## config.mk

```make
export PLATFORM = sky130hd
export DESIGN_NAME = cmpwm_gen
export DESIGN_NICKNAME = d
export VERILOG_FILES = /design/src/rtl/cmpwm_pkg.sv /design/src/rtl/cmpwm_carrier.sv /design/src/rtl/cmpwm_rank_sort.sv /design/src/rtl/cmpwm_gate_core.sv /design/src/rtl/cmpwm_phase_map.sv /design/src/rtl/cmpwm_gen.sv
export SDC_FILE = /design/constraint.sdc
export NUM_CORES = 1
export LEC_CHECK = 0
export ABC_AREA = 1
export BUFFER_PORTS_ARGS = -buffer_cell sky130_fd_sc_hd__buf_4
export CELL_PAD_IN_SITES_DETAIL_PLACEMENT = 2
export CELL_PAD_IN_SITES_GLOBAL_PLACEMENT = 2
export CORE_MARGIN = 2
export CORE_UTILIZATION = 27
export DETAILED_ROUTE_END_ITERATION = 8
export GPL_ROUTABILITY_DRIVEN = 1
export PLACE_DENSITY_LB_ADDON = 0.1
export SETUP_SLACK_MARGIN = 0.1
export SLEW_MARGIN = 20
export SYNTH_ARGS = -nofsm -noshare
export SYNTH_HDL_FRONTEND = slang
export SYNTH_SLANG_ARGS = --single-unit
```

## constraint.sdc

```tcl
create_clock -name clk -period 3.8 [get_ports clk]
set_clock_uncertainty 0.2 [all_clocks]
set_input_delay 0.57 -clock clk [delete_from_list [all_inputs] [get_ports clk]]
set_output_delay 0.57 -clock clk [all_outputs]
set_load 0.02 [all_outputs]
```

## src/rtl/cmpwm_pkg.sv

```systemverilog
`timescale 1ns/1ps
package cmpwm_pkg;

    localparam int NPH = 3;

    typedef enum logic [1:0] {
        RANK_MIN = 2'd0,
        RANK_MID = 2'd1,
        RANK_MAX = 2'd2
    } rank_e;

    typedef struct packed {
        logic q1;
        logic q2;
    } gate_t;

    localparam gate_t GATE_O = '{q1: 1'b0, q2: 1'b1};

    function automatic gate_t top_leg(input logic above);
        return '{q1: above, q2: 1'b1};
    endfunction

    function automatic gate_t bottom_leg(input logic above);
        return '{q1: 1'b0, q2: above};
    endfunction

    function automatic gate_t middle_leg(input logic top_q1, input logic bot_q2);
        return '{q1: ~(top_q1 | bot_q2), q2: ~(top_q1 & bot_q2)};
    endfunction

endpackage

```

## src/rtl/cmpwm_carrier.sv

```systemverilog
`timescale 1ns/1ps
module cmpwm_carrier
    import cmpwm_pkg::*;
#(
    parameter int REF_W    = 16,
    parameter int CAR_BITS = 6
) (
    input  logic                    clk,
    input  logic                    rst,
    output logic signed [REF_W-1:0] car_hi,
    output logic signed [REF_W-1:0] car_lo
);
    localparam int CW    = CAR_BITS + 1;
    localparam int SHIFT = REF_W - 2 - CAR_BITS;
    localparam logic [CW-1:0] PEAK = CW'(1 << CAR_BITS);
    localparam logic signed [REF_W-1:0] FULL = REF_W'(1 << (REF_W - 2));

    logic [CW-1:0]    cnt;
    logic             rising;
    logic [REF_W-1:0] hi_u;

    always_ff @(posedge clk) begin
        if (rst) begin
            cnt    <= '0;
            rising <= 1'b1;
        end else if (rising) begin
            cnt <= cnt + 1'b1;
            if (cnt == PEAK - 1'b1) rising <= 1'b0;
        end else begin
            cnt <= cnt - 1'b1;
            if (cnt == CW'(1)) rising <= 1'b1;
        end
    end

    assign hi_u   = {{(REF_W-CW){1'b0}}, cnt} << SHIFT;
    assign car_hi = signed'(hi_u);
    assign car_lo = car_hi - FULL;

    assert_carrier_range_R7: assert property (@(posedge clk) disable iff (rst)
        cnt <= PEAK);

    assert_carrier_step_R7: assert property (@(posedge clk) disable iff (rst)
        !$past(rst) |-> ((cnt == $past(cnt) + 1'b1) || (cnt == $past(cnt) - 1'b1)));

endmodule

```

## src/rtl/cmpwm_rank_sort.sv

```systemverilog
`timescale 1ns/1ps
module cmpwm_rank_sort
    import cmpwm_pkg::*;
#(
    parameter int REF_W = 16
) (
    input  logic                    clk,
    input  logic                    rst,
    input  logic signed [REF_W-1:0] ref_v [NPH],
    output rank_e                   rank  [NPH],
    output logic signed [REF_W-1:0] v_max,
    output logic signed [REF_W-1:0] v_min
);
    logic [NPH-1:0] is_max;
    logic [NPH-1:0] is_min;

    for (genvar i = 0; i < NPH; i++) begin : g_rank
        logic [1:0] wins;
        always_comb begin
            wins = '0;
            for (int j = 0; j < NPH; j++) begin
                if (j != i) begin
                    if ((ref_v[i] > ref_v[j]) || ((ref_v[i] == ref_v[j]) && (i < j)))
                        wins = wins + 2'd1;
                end
            end
        end
        assign rank[i]   = rank_e'(wins);
        assign is_max[i] = (rank[i] == RANK_MAX);
        assign is_min[i] = (rank[i] == RANK_MIN);
    end

    always_comb begin
        v_max = '0;
        v_min = '0;
        for (int k = 0; k < NPH; k++) begin
            if (is_max[k]) v_max = ref_v[k];
            if (is_min[k]) v_min = ref_v[k];
        end
    end

    assert_single_extremes_R2: assert property (@(posedge clk) disable iff (rst)
        ($countones(is_max) == 1) && ($countones(is_min) == 1));

    assert_tie_priority_R2: assert property (@(posedge clk) disable iff (rst)
        (ref_v[0] == ref_v[1]) |-> (rank[0] > rank[1]));

endmodule

```

## src/rtl/cmpwm_gate_core.sv

```systemverilog
`timescale 1ns/1ps
module cmpwm_gate_core
    import cmpwm_pkg::*;
#(
    parameter int REF_W = 16
) (
    input  logic signed [REF_W-1:0] v_max,
    input  logic signed [REF_W-1:0] v_min,
    input  logic signed [REF_W-1:0] car_hi,
    input  logic signed [REF_W-1:0] car_lo,
    output gate_t                   g_max,
    output gate_t                   g_mid,
    output gate_t                   g_min
);
    logic top_above;
    logic bot_above;

    assign top_above = (v_max > car_hi);
    assign bot_above = (v_min > car_lo);

    assign g_max = top_leg(top_above);
    assign g_min = bottom_leg(bot_above);
    assign g_mid = middle_leg(top_above, bot_above);

endmodule

```

## src/rtl/cmpwm_phase_map.sv

```systemverilog
`timescale 1ns/1ps
module cmpwm_phase_map
    import cmpwm_pkg::*;
(
    input  rank_e rank [NPH],
    input  gate_t g_max,
    input  gate_t g_mid,
    input  gate_t g_min,
    output gate_t g_ph [NPH]
);
    for (genvar p = 0; p < NPH; p++) begin : g_route
        always_comb begin
            case (rank[p])
                RANK_MAX: g_ph[p] = g_max;
                RANK_MIN: g_ph[p] = g_min;
                default:  g_ph[p] = g_mid;
            endcase
        end
    end

endmodule

```

## src/rtl/cmpwm_gen.sv

```systemverilog
`timescale 1ns/1ps
module cmpwm_gen
    import cmpwm_pkg::*;
#(
    parameter int REF_W    = 16,
    parameter int CAR_BITS = 6
) (
    input  logic                    clk,
    input  logic                    rst,
    input  logic signed [REF_W-1:0] ref_a,
    input  logic signed [REF_W-1:0] ref_b,
    input  logic signed [REF_W-1:0] ref_c,
    output logic [NPH-1:0]          gate_q1,
    output logic [NPH-1:0]          gate_q2
);
    logic signed [REF_W-1:0] refs [NPH];
    logic signed [REF_W-1:0] car_hi, car_lo;
    logic signed [REF_W-1:0] v_max, v_min;
    rank_e                   rank [NPH];
    gate_t                   g_max, g_mid, g_min;
    gate_t                   g_ph [NPH];
    logic [NPH-1:0]          q1_r, q2_r;

    assign refs[0] = ref_a;
    assign refs[1] = ref_b;
    assign refs[2] = ref_c;

    cmpwm_carrier #(.REF_W(REF_W), .CAR_BITS(CAR_BITS)) u_carrier (
        .clk    (clk),
        .rst    (rst),
        .car_hi (car_hi),
        .car_lo (car_lo)
    );

    cmpwm_rank_sort #(.REF_W(REF_W)) u_sort (
        .clk   (clk),
        .rst   (rst),
        .ref_v (refs),
        .rank  (rank),
        .v_max (v_max),
        .v_min (v_min)
    );

    cmpwm_gate_core #(.REF_W(REF_W)) u_core (
        .v_max  (v_max),
        .v_min  (v_min),
        .car_hi (car_hi),
        .car_lo (car_lo),
        .g_max  (g_max),
        .g_mid  (g_mid),
        .g_min  (g_min)
    );

    cmpwm_phase_map u_map (
        .rank  (rank),
        .g_max (g_max),
        .g_mid (g_mid),
        .g_min (g_min),
        .g_ph  (g_ph)
    );

    always_ff @(posedge clk) begin
        if (rst) begin
            q1_r <= {NPH{GATE_O.q1}};
            q2_r <= {NPH{GATE_O.q2}};
        end else begin
            for (int p = 0; p < NPH; p++) begin
                q1_r[p] <= g_ph[p].q1;
                q2_r[p] <= g_ph[p].q2;
            end
        end
    end

    assign gate_q1 = q1_r;
    assign gate_q2 = q2_r;

    assert_reset_all_o_R1: assert property (@(posedge clk) disable iff (rst)
        $fell(rst) |-> ((gate_q1 == '0) && (gate_q2 == '1)));

    assert_no_bad_pair_R6: assert property (@(posedge clk) disable iff (rst)
        (gate_q1 & ~gate_q2) == '0);

    assert_cm_fixed_R6: assert property (@(posedge clk) disable iff (rst)
        ($countones(gate_q1) == $countones(~gate_q2)) && ($countones(gate_q1) <= 1));

endmodule

```

# Word-level counts from Yosys, hierarchy flattened
# Cells that the tools add are included.
# word_totals
reg_bits	14
latchBits	0
ramBits	0
rom_bits	0
in_bits	50
output_inout_bits	6
wordCells	55
memories	0
# classes
add_sub_neg	6
mul	0
n_div	0
n_lt_le_gt_ge	8
eq_ne	8
n_shift	0
mux	19
bitwise_logic	4
reduce_logical	6
# ops
cell	n
> comparator 16 bit	8
two-way mux 16 bit	6
equality test 16 bit	3
subtractor 15 x 15 -> 16 bit, second input constant	1
case mux 2 bit (2 select lines)	3
adder 7 x 1 -> 7 bit, second input constant	1
equality test 7 x 1 -> 1 bit, second input constant	1
equality test 7 x 6 -> 1 bit, second input constant	1
two-way mux 7 bit	1
subtractor 7 x 1 -> 7 bit, second input constant	1
adder 2 x 1 -> 2 bit, second input constant	3
equality test 2 bit, second input constant	3
logical NOT 2 bit	3
two-way mux 1 bit	6
two-way mux 2 bit	3
logical OR 1 bit	3
NOT 1 bit	2
bitwise AND 1 bit	1
bitwise OR 1 bit	1

# Depth between registers and ports, before layout
# Gate-level depths: netlist (run 1).
# logic_depth
ltp_word	13
depth_mapped	34

# Modules after synthesis
# A second synthesis (run 1) with hierarchy kept.
# unflattened
cells_unflattened	645
area_unflattened_um2	3998.8
# by_module_without_submodules
module	instances	cells_each	area_per_inst_um2
cmpwm_rank_sort	1	335	2068.2
cmpwm_gate_core	1	161	975.9
cmpwm_carrier	1	100	658.1
cmpwm_gen	1	19	168.9
cmpwm_phase_map	1	30	127.6

# Least setup slack after synthesis (run 1)
# No wires, ideal clock.
# synth_timing
path_type	input-to-reg
start	input port ref_c[15]
end	register q2_r[1] (netlist: gate_q2[1])
setup_time_ns	0.112
t_arrival_ns	3.425
required_ns	3.488
path_slack_ns	0.063
path_stages	28
cell_sequence	inv_1 -> ha_1 -> nand2_1 -> inv_2 -> nand3_1 -> or3_1 -> clkinv_1 -> nand2_1 -> nand2_1 -> nand2_1 -> nand2_1 -> inv_1 -> ha_1 -> clkbuf_1 -> a221oi_1 -> a21oi_1 -> ha_1 -> inv_1 -> nor2_1 -> o21ai_0 -> nand2_1 -> nand4_1 -> nand2_2 -> inv_1 -> nor2_1 -> nand2_1 -> nand2_1 -> nand2_1
# synth_between
elab_chain_len	11
# synth_lines
element	line_no	text
from (decl)	cmpwm_gen.sv:12	input logic signed [REF_W-1:0] ref_c,
branches (longest 10 deep; another with > comparator 16 bit)	-	
case mux 2 bit (2 select lines) (*)	cmpwm_phase_map.sv:13	case (rank[p])
to (signal assigned)	cmpwm_gen.sv:65	q2_r <= {NPH{GATE_O.q2}};
to (signal, indexed assignment)	cmpwm_gen.sv:69	q2_r[p] <= g_ph[p].q2;
to (decl)	cmpwm_gen.sv:22	logic [NPH-1:0] q1_r, q2_r;
# Mark *: on every way between the ends.
# A chain may end at the register's enable or synchronous reset.

# Worst setup path in the final report (run 1)
# layout_timing
start	input port ref_c[7]
end	register q2_r[1] (netlist: gate_q2[1])
# The elaborated chain is that of the path after synthesis.

==> impl_results.md, run 1 <==
* Multi-input gate area at slightly below 0.003 mm2
* Outcome: finished, violations left
* First-pass GRT wire length at approximately 22 mm
* Rel. slew slack at between 70 and 80%
* CTS Buf Count at 3
* Area Growth Syn to Fin at 71.88%
* Clock-pin slew on the worst setup and hold paths at 70 ps
* Initial antenna violation count at 0
* GR Overflow Total at 0
* Largest net degree at the start of global routing at 15
* Vias in the first global route at approximately 4200
* Clock sink total at 14
* Placed cell count at ~700
* Synth area leader: ha_1
* Iter 0 DRT Violations at between 80 and 90
* Clock root cell: clkbuf_8
* Cells after synthesis at 443
* Max-Cap Viols at 0
* RSZ-0062 raised after global routing: true
* H-tree levels at 1
* Average size of a mapped cell at 6.389 um2
* Fraction of layout instances using a drive strength above 1 at 46.56%
* CTS tree: built
* Hold Crit Class: flip-flop to flip-flop
* Crit path launch type: input pin
* Antenna-violating nets left at 0
* Power per cell area at between 300 and 400 mW/mm2
* Reg2reg setup slack at 1610 ps
* Antenna Cells at 0
* DRT Pass-1 Iters at 4
* Post-synth top area share at a little under a third
* Commonest cells after routing, fill and taps aside: 130 x buf_4, 68 x nand2_1, 62 x inv_1, 48 x ha_1, 34 x nor2_1
* Peak supply drop at ~150 uV
* Sequential Area at about 280 um2
* Sequential element share of the synthesized area at about a tenth
* Total chip power at 1476 uW
* Fin crit share at 111.8%
* Transition time of the tightest slew-check pin at 338.4 ps
* CP required at 3750 ps
* Chip width at between 100 and 150 um
* Fmax at 235.5 MHz
* Routed wire per std cell at 22.87 um
* Post-Syn Nets at ~570
* CP Capture Type: flip-flop
* Final hold vios at 0
* Final min period at about 4200 ps
* Later-pin clock latency in the skew report at around 250 ps
* Violated checks: negative setup slack
* Total wire length at between 15 and 20 mm
* Top Ports at 56
* IO buf count at between 50 and 60
* Grt met1 use at ~27%
* Synth warn at 0
* GR Util met2 at a little under half
* Total number of vias at 3728
* Clock Tree Buf Depth at 2
* Starting Density at around 28%
* Commonest non-fill, non-tap cell in the layout: buf_4
* # fillers at roughly 1200
* Die Y-Extent at about 110 um
* Placer Congestion at just under 0.9
* # setup viols final at 6
* Post-synth design cell area at about 0.0028 mm2
* Rows at 37
* Final Non-Filler Cells at between 700 and 800
* Leak at around 0.0024 uW
* WS Path Type: input pin to flip-flop
* Fin nets at 705
* Fin. max-slew vios at 0
* Detailed placer's ending HPWL at roughly 9.8 mm
* Yosys reg bits at 14
* Synth cell types at 31
* DRC violations left at 0
* Top Usage Layer GRT: met2
* GR Util All Layers at between 20% and 30%
* Maximum fanout along the worst path at 11
* Core Box Area at 0.01023 mm2
* Grt met3 use at roughly 2.5%
* Vias/cell at approximately 5.2
* Die footprint at between 0.01 and 0.015 mm2
* Synth area leaders: ha_1 32%, nand2_1 12%, inv_1 11%
* CP Data Arrival Time at roughly 4200 ps
* Final worst slack at -446.8 ps
-- timing repair --
item / CTS / global route
pin swaps: 51 / 33
buffers inserted: 11 / 7
gates resized for setup: 123 / 43
hold buffers: 0 / 0
endpoints found under the setup margin: 6 / 6
-- registers in the layout (all words and copies together) (netlist names) --
signal / cells
gate_q1: 3
gate_q2: 3
u_carrier.cnt: 7
u_carrier.rising: 1
-- layer usage --
layer	part of all wire, %	vias up
met5	0	-
met3	2.8	46
li1	-	1772
met4	4.5	0
met1	39	1812
met2	54	98
-- worst paths after layout --
check,startpoint,to,cells past startpoint
max,ref_c[7],gate_q2[1],28
min,u_carrier.cnt[5],u_carrier.cnt[5],1
max reg2reg,u_carrier.cnt[1],gate_q2[1],13
min reg2reg,u_carrier.cnt[5],u_carrier.cnt[5],1
-- cells in the mapped netlist --
cell type   n
dfxtp_1    14
nor2_1     42
o211ai_1    3
a21oi_1    43
nor2_4      1
nand3_1    14
nand2_1    88
a221oi_1   13
or3_1       1
nand3_2     2
a21o_1      3
nor4_1      1
o21ai_1     2
a211oi_1    1
o221ai_1    1
clkbuf_1    3
inv_2       4
nand2_4     1
clkinv_1    1
o21a_1      2
nand4_1    12
nand3b_1    1
o22ai_1     2
ha_1       72
nor3_1      5
nand2_2     3
a21oi_2     1
o21ai_0    24
inv_1      81
buf_4       1
buf_6       1
-- critical path: stages --
cell	delay [ps]
buf_4	90
inv_1	70
ha_1	350
nand4_1	140
inv_1	140
nand2_1	100
o211ai_1	120
nand2_1	120
nand2_1	110
nand2_2	90
buf_4	140
nand2_1	120
inv_1	90
ha_4	240
a221oi_4	250
a21oi_2	70
ha_1	370
inv_1	70
nor2_1	130
o21ai_0	100
nand2_1	90
nand4_1	110
nand2_2	130
inv_1	60
nor2_2	140
nand2_4	70
nand2_1	80
nand2_1	60
-- logic make-up after synthesis --
group	after synthesis	share of synthesized area (%)
AOI/OAI and AO/OA	95	19.67
buffers and inverters	91	12.47
adders and majority gates	72	31.83
DFF	14	9.903
and+or+nand+nor	171	26.13
-- report_power, final --
part,internal [uW],switching [uW],leakage (uW)
clock,92.1,65.5,0.0000288
sequential,167,9.54,0.000115
combinational,492,649,0.00230
total,752,724,0.00244
-- metrics by stage --
stage / instance area (um2) / setup TNS [ps] / setup slack (ps) / util [%] / hold WS [ps]
2_1_floorplan: 2838 / 0 / 124.0 / - / 222.1
3_3_place_gp: 3901 / -2765 / -500.4 / 38.13 / 237.8
3_5_place_dp: 3901 / -3620 / -637.3 / 38.13 / 262.3
4_1_cts: 4586 / 0 / 29.87 / 44.82 / 271.2
5_1_grt: 4865 / -4014 / -698.2 / 47.55 / 289.5
6_report: 4865 / -2476 / -446.8 / 47.55 / 267.5
-- area by class of cell --
type / instances / share of cell area (%)
clock buffers: 4 / 1.132
inverters: 86 / 7.305
multi-input cells: 338 / 59.34
flip-flops and latches: 14 / 5.761
well taps: 136 / 3.498
repair buffers: 140 / 22.97
(Power assumes the default switching activity.)
==> inputs of run 2 (changes only) <==
Settings changed: ABC_AREA 1 to not set, CORE_UTILIZATION 27 to 29.
==> run 2 against run 1 <==
  * The flow still finishes with violations (negative setup slack)
  * Highest routed layer unchanged
  * Area after synthesis shrank 3.9%
  * Wire length down 25%
  * Sequential share of layout area increased by 0.60 points
  * Global-route usage down 0.77 points
  * Utilization rose by 0.57 points
==> impl_results.md, run 2 <==
* WS Path Type: input pin to flip-flop
* Initial antenna violation count at 0 (unchanged)
* Placer Congestion at 0.8350 (-4.8%)
* Clock Power Share at 12.2% (+1.5 points)
* DRT Pass-1 Iters at 4 (unchanged)
* Most flop-heavy register: u_carrier.cnt
* Int Power at 687.1 uW (-8.6%)
* Crit path launch type: input pin
* Fin crit share at 121.3% (+9.5 points)
* WP buf/inv at 4 (-3)
* Max incr delay on CP at 350 ps (-20 ps)
* RSZ-0062 raised after global routing: true
* Cts hold-fix bufs at 0 (unchanged)
* Hold Path Stages at 1 (unchanged)
* Hold Crit Class: flip-flop to flip-flop
* Final Non-Filler Cells at 596 (-17%)
* Fin area at 0.004404 mm2 (-9.5%)
* Violated checks: negative setup slack
* H-tree levels at 1 (unchanged)
* Clock sink total at 14 (unchanged)
* Total wire length at 12.26 mm (-25%)
* FF-to-FF Start: u_carrier.cnt[1]
* Average size of a mapped cell at 7.514 um2 (+18%)
* Peak supply drop at 111.0 uV (-28%)
* Placed cell count at 585 (-16%)
* Vias in the first global route at 3690 (-12%)
* Post-synth top flop: dfxtp_1
* Sequential element share of the synthesized area at 10.30% (+0.40 points)
* Max reg flops at 7 (unchanged)
* Area Growth Syn to Fin at 61.91%
* CP Data Arrival Time at 4530 ps (+330 ps)
* Pre-CTS WS at -1222 ps (-585.1 ps)
* Leak at 0.002046 uW (-16%)
* Rel. slew slack at 66.86% (-10 points)
* # fillers at 1027 (-13%)
* Top Ports at 56 (unchanged)
* Launch point of the worst path: ref_c[15]
* Fin nets at 608 (-14%)
* Die Y-Extent at 100.9 um (-5.2%)
* Slowest cell on the critical path: nor4_2
* EDFF count, synth at 0 (unchanged)
* CP required at 3720 ps (-30 ps)
* FFs w/ async S/R, synth at 0% (unchanged)
* Antenna Cells at 0 (unchanged)
* Synth cell types at 50 (+61%)
* Synth area leaders: ha_1 33%, dfxtp_1 10%, a21oi_1 6.4%
* Iter 0 DRT Violations at 43 (-51%)
* Post-Syn Nets at 484 (-14%)
* Die footprint at 0.01017 mm2 (-10%)
* Transition time of the tightest slew-check pin at 483.2 ps (+144.8 ps)
* First-pass GRT wire length at 18.38 mm (-15%)
* Core Box Area at 0.009153 mm2 (-11%)
* Max-Cap Viols at 0 (unchanged)
* Largest net degree at the start of global routing at 15 (unchanged)
* Sw frac at 43.74% (-5.3 points)
* CTS tree: built
* IO buf count at 55 (unchanged)
* Maximum fanout along the worst path at 6 (-5)
* Fin. max-slew vios at 0 (unchanged)
* GR Util All Layers at 23.25% (-0.77 points)
* Fraction of layout instances using a drive strength above 1 at 41.86% (-4.7 points)
* R2R depth at 8 (-5)
* Min-delay src: u_carrier.cnt[0]
* Rows at 35 (-5.4%)
* Yosys reg bits at 14 (unchanged)
* Sw power at 534.1 uW (-26%)
* Chip width at 100.9 um (-5.2%)
* DRC violations left at 0 (unchanged)
* Post-synth top area share at 33.12% (+1.3 points)
* Most common cell in the synthesized netlist: ha_1
* Final min period at 4608 ps (+361.4 ps)
* CP Capture Type: flip-flop
* Antenna-violating nets left at 0 (unchanged)
* Starting Density at 29.72% (+2.1 points)
* Commonest non-fill, non-tap cell in the layout: buf_4
* Vias/cell at 5.490 (+5.7%)
* Detailed placer's ending HPWL at 9.365 mm (-4.9%)
* Fmax at 217.0 MHz (-7.8%)
* Final hold vios at 0 (unchanged)
* Clock Tree Buf Depth at 2 (unchanged)
* Clock root cell: clkbuf_8
* Gate power share at 73.3% (-4.0 points)
* CTS Buf Count at 3 (unchanged)
* Reg2reg setup slack at 1320 ps (-290 ps)
* Outcome: finished, violations left
* Routed wire per std cell at 20.56 um (-10%)
* Setup TNS at -4300 ps (-1824 ps)
* R2r endpoint: gate_q2[1]
* Cell family with most CP delay: compound AO/OA/AOI/OAI gates
* Sequential Area at 280.3 um2 (unchanged)
* Multi-input gate area at 0.002650 mm2 (-8.2%)
* Worst-path cell chain: buf_8 > inv_6 > ha_4 > nand4_1 > nor4_2 > a21bo_2 > o211ai_1 > mux2i_2 > and2_1 > ha_2 > buf_12 > buf_12 > nor2_4 > a211oi_2 > a21oi_2 > ha_1 > nor2b_4 > o211ai_1 > a21oi_2 > o22a_4 > a2111oi_4 > a31oi_1
* Cells after synthesis at 362 (-18%)
* Final worst slack at -808.3 ps (-361.4 ps)
* Commonest cells post-synth: 72 x ha_1, 45 x inv_1, 35 x a21oi_1
* Placed cell areas at 0.003889 mm2 (-0.32%)
* Clock-pin slew on the worst setup and hold paths at 60 ps (about the same)
* Total chip power at 1221 uW (-17%)
* Commonest cells after routing, fill and taps aside: 113 x buf_4, 59 x ha_1, 36 x inv_1, 27 x nor2_1, 23 x a21oi_1
* Total number of vias at 3272 (-12%)
* Post-synth design cell area at 0.002720 mm2 (-3.9%)
* GR Overflow Total at 0 (unchanged)
* Seq pwr share at 14.5% (+2.5 points)
* # setup viols final at 6 (unchanged)
* Synth warn at 0 (unchanged)
* Later-pin clock latency in the skew report at 250 ps (about the same)
* Power per cell area at 277.3 mW/mm2 (-8.6%)
* Worst Hold End: u_carrier.cnt[0]
* Synth area leader: ha_1
==> run 2: cell count changes in the layout (fill, tap and decap cells not counted), moves of 11 or more <==
cell / previous run / this run
ha_4: 23 / 11
buf_4: 130 / 113
inv_2: 15 / 2
ha_1: 48 / 59
inv_1: 62 / 36
nand2_1: 68 / 20
nand2_2: 19 / 2
==> run 2: layout make-up <==
class / instances / area share [%]
Inverter: 45 / 4.574
Timing Repair Buffer: 129 / 24.49
Clock buffer: 4 / 1.250
Multi-Input combinational cell: 293 / 60.17
Sequential cell: 14 / 6.364
Tap cell: 111 / 3.153
==> run 2: what timing repair did <==
action | CTS | global route
gates resized for setup | 38 | 40
gates cloned | 1 | 0
endpoints found under the setup margin | 6 | 6
setup buffers | 3 | 3
pin swaps | 11 | 13
==> run 2: logic make-up after synthesis <==
logic type | count (synthesis) | share of synthesized area, %
buffers and inverters | 55 | 7.682
xor gates and xnor gates | 6 | 1.932
muxes | 2 | 0.7360
DFF | 14 | 10.30
and+or+nand+nor | 105 | 19.73
adders and majority gates | 72 | 33.12
AOI/OAI and AO/OA | 108 | 26.50
==> run 2: worst max path at each step <==
stage / end / slack (ps) / cells past startpoint
after global routing: gate_q2[2] / -1030 / 22
after detailed placement: gate_q2[1] / -1220 / 19
after CTS: gate_q2[2] / -590 / 21
after global placement: gate_q2[0] / -870 / 21
final: gate_q2[1] / -810 / 22
after floorplan: gate_q2[0] / -390 / 21
==> run 2: worst reg2reg max path, delay by kind of cell (launching register included) <==
family	cells	cell delay (ps)
and+or+nand+nor	1	140
DFF	1	410
AOI/OAI and AO/OA	5	1100
adders and majority gates	1	350
buffers and inverters	1	150
==> run 2: metal layers <==
layer  up-vias  global-route usage [%]  part of all wire [%]
met5         -                       0                     0
met4         0                   4.847                   2.4
met3        22                   2.913                   2.0
met2        59                   47.64                    55
met1      1609                   24.82                    40
li1       1582                       -                     -
==> run 2: stage by stage <==
stage | util, % | hold WS, ps
CTS | 45.86 | 379.5
floorplan | - | 293.1
global route | 48.12 | 427.3
finish | 48.12 | 369.6
detailed placement | 42.49 | 360.6
global placement | 42.49 | 351.8
==> run 2: power groups by stage <==
stage                     registers [uW]  clock network (uW)  logic [uW]
after floorplan                      196                   0         379
after global placement               180                   0         671
after detailed placement             180                   0         710
after CTS                            178                 152         779
after global routing                 179                 161         967
final                                177                 149         895
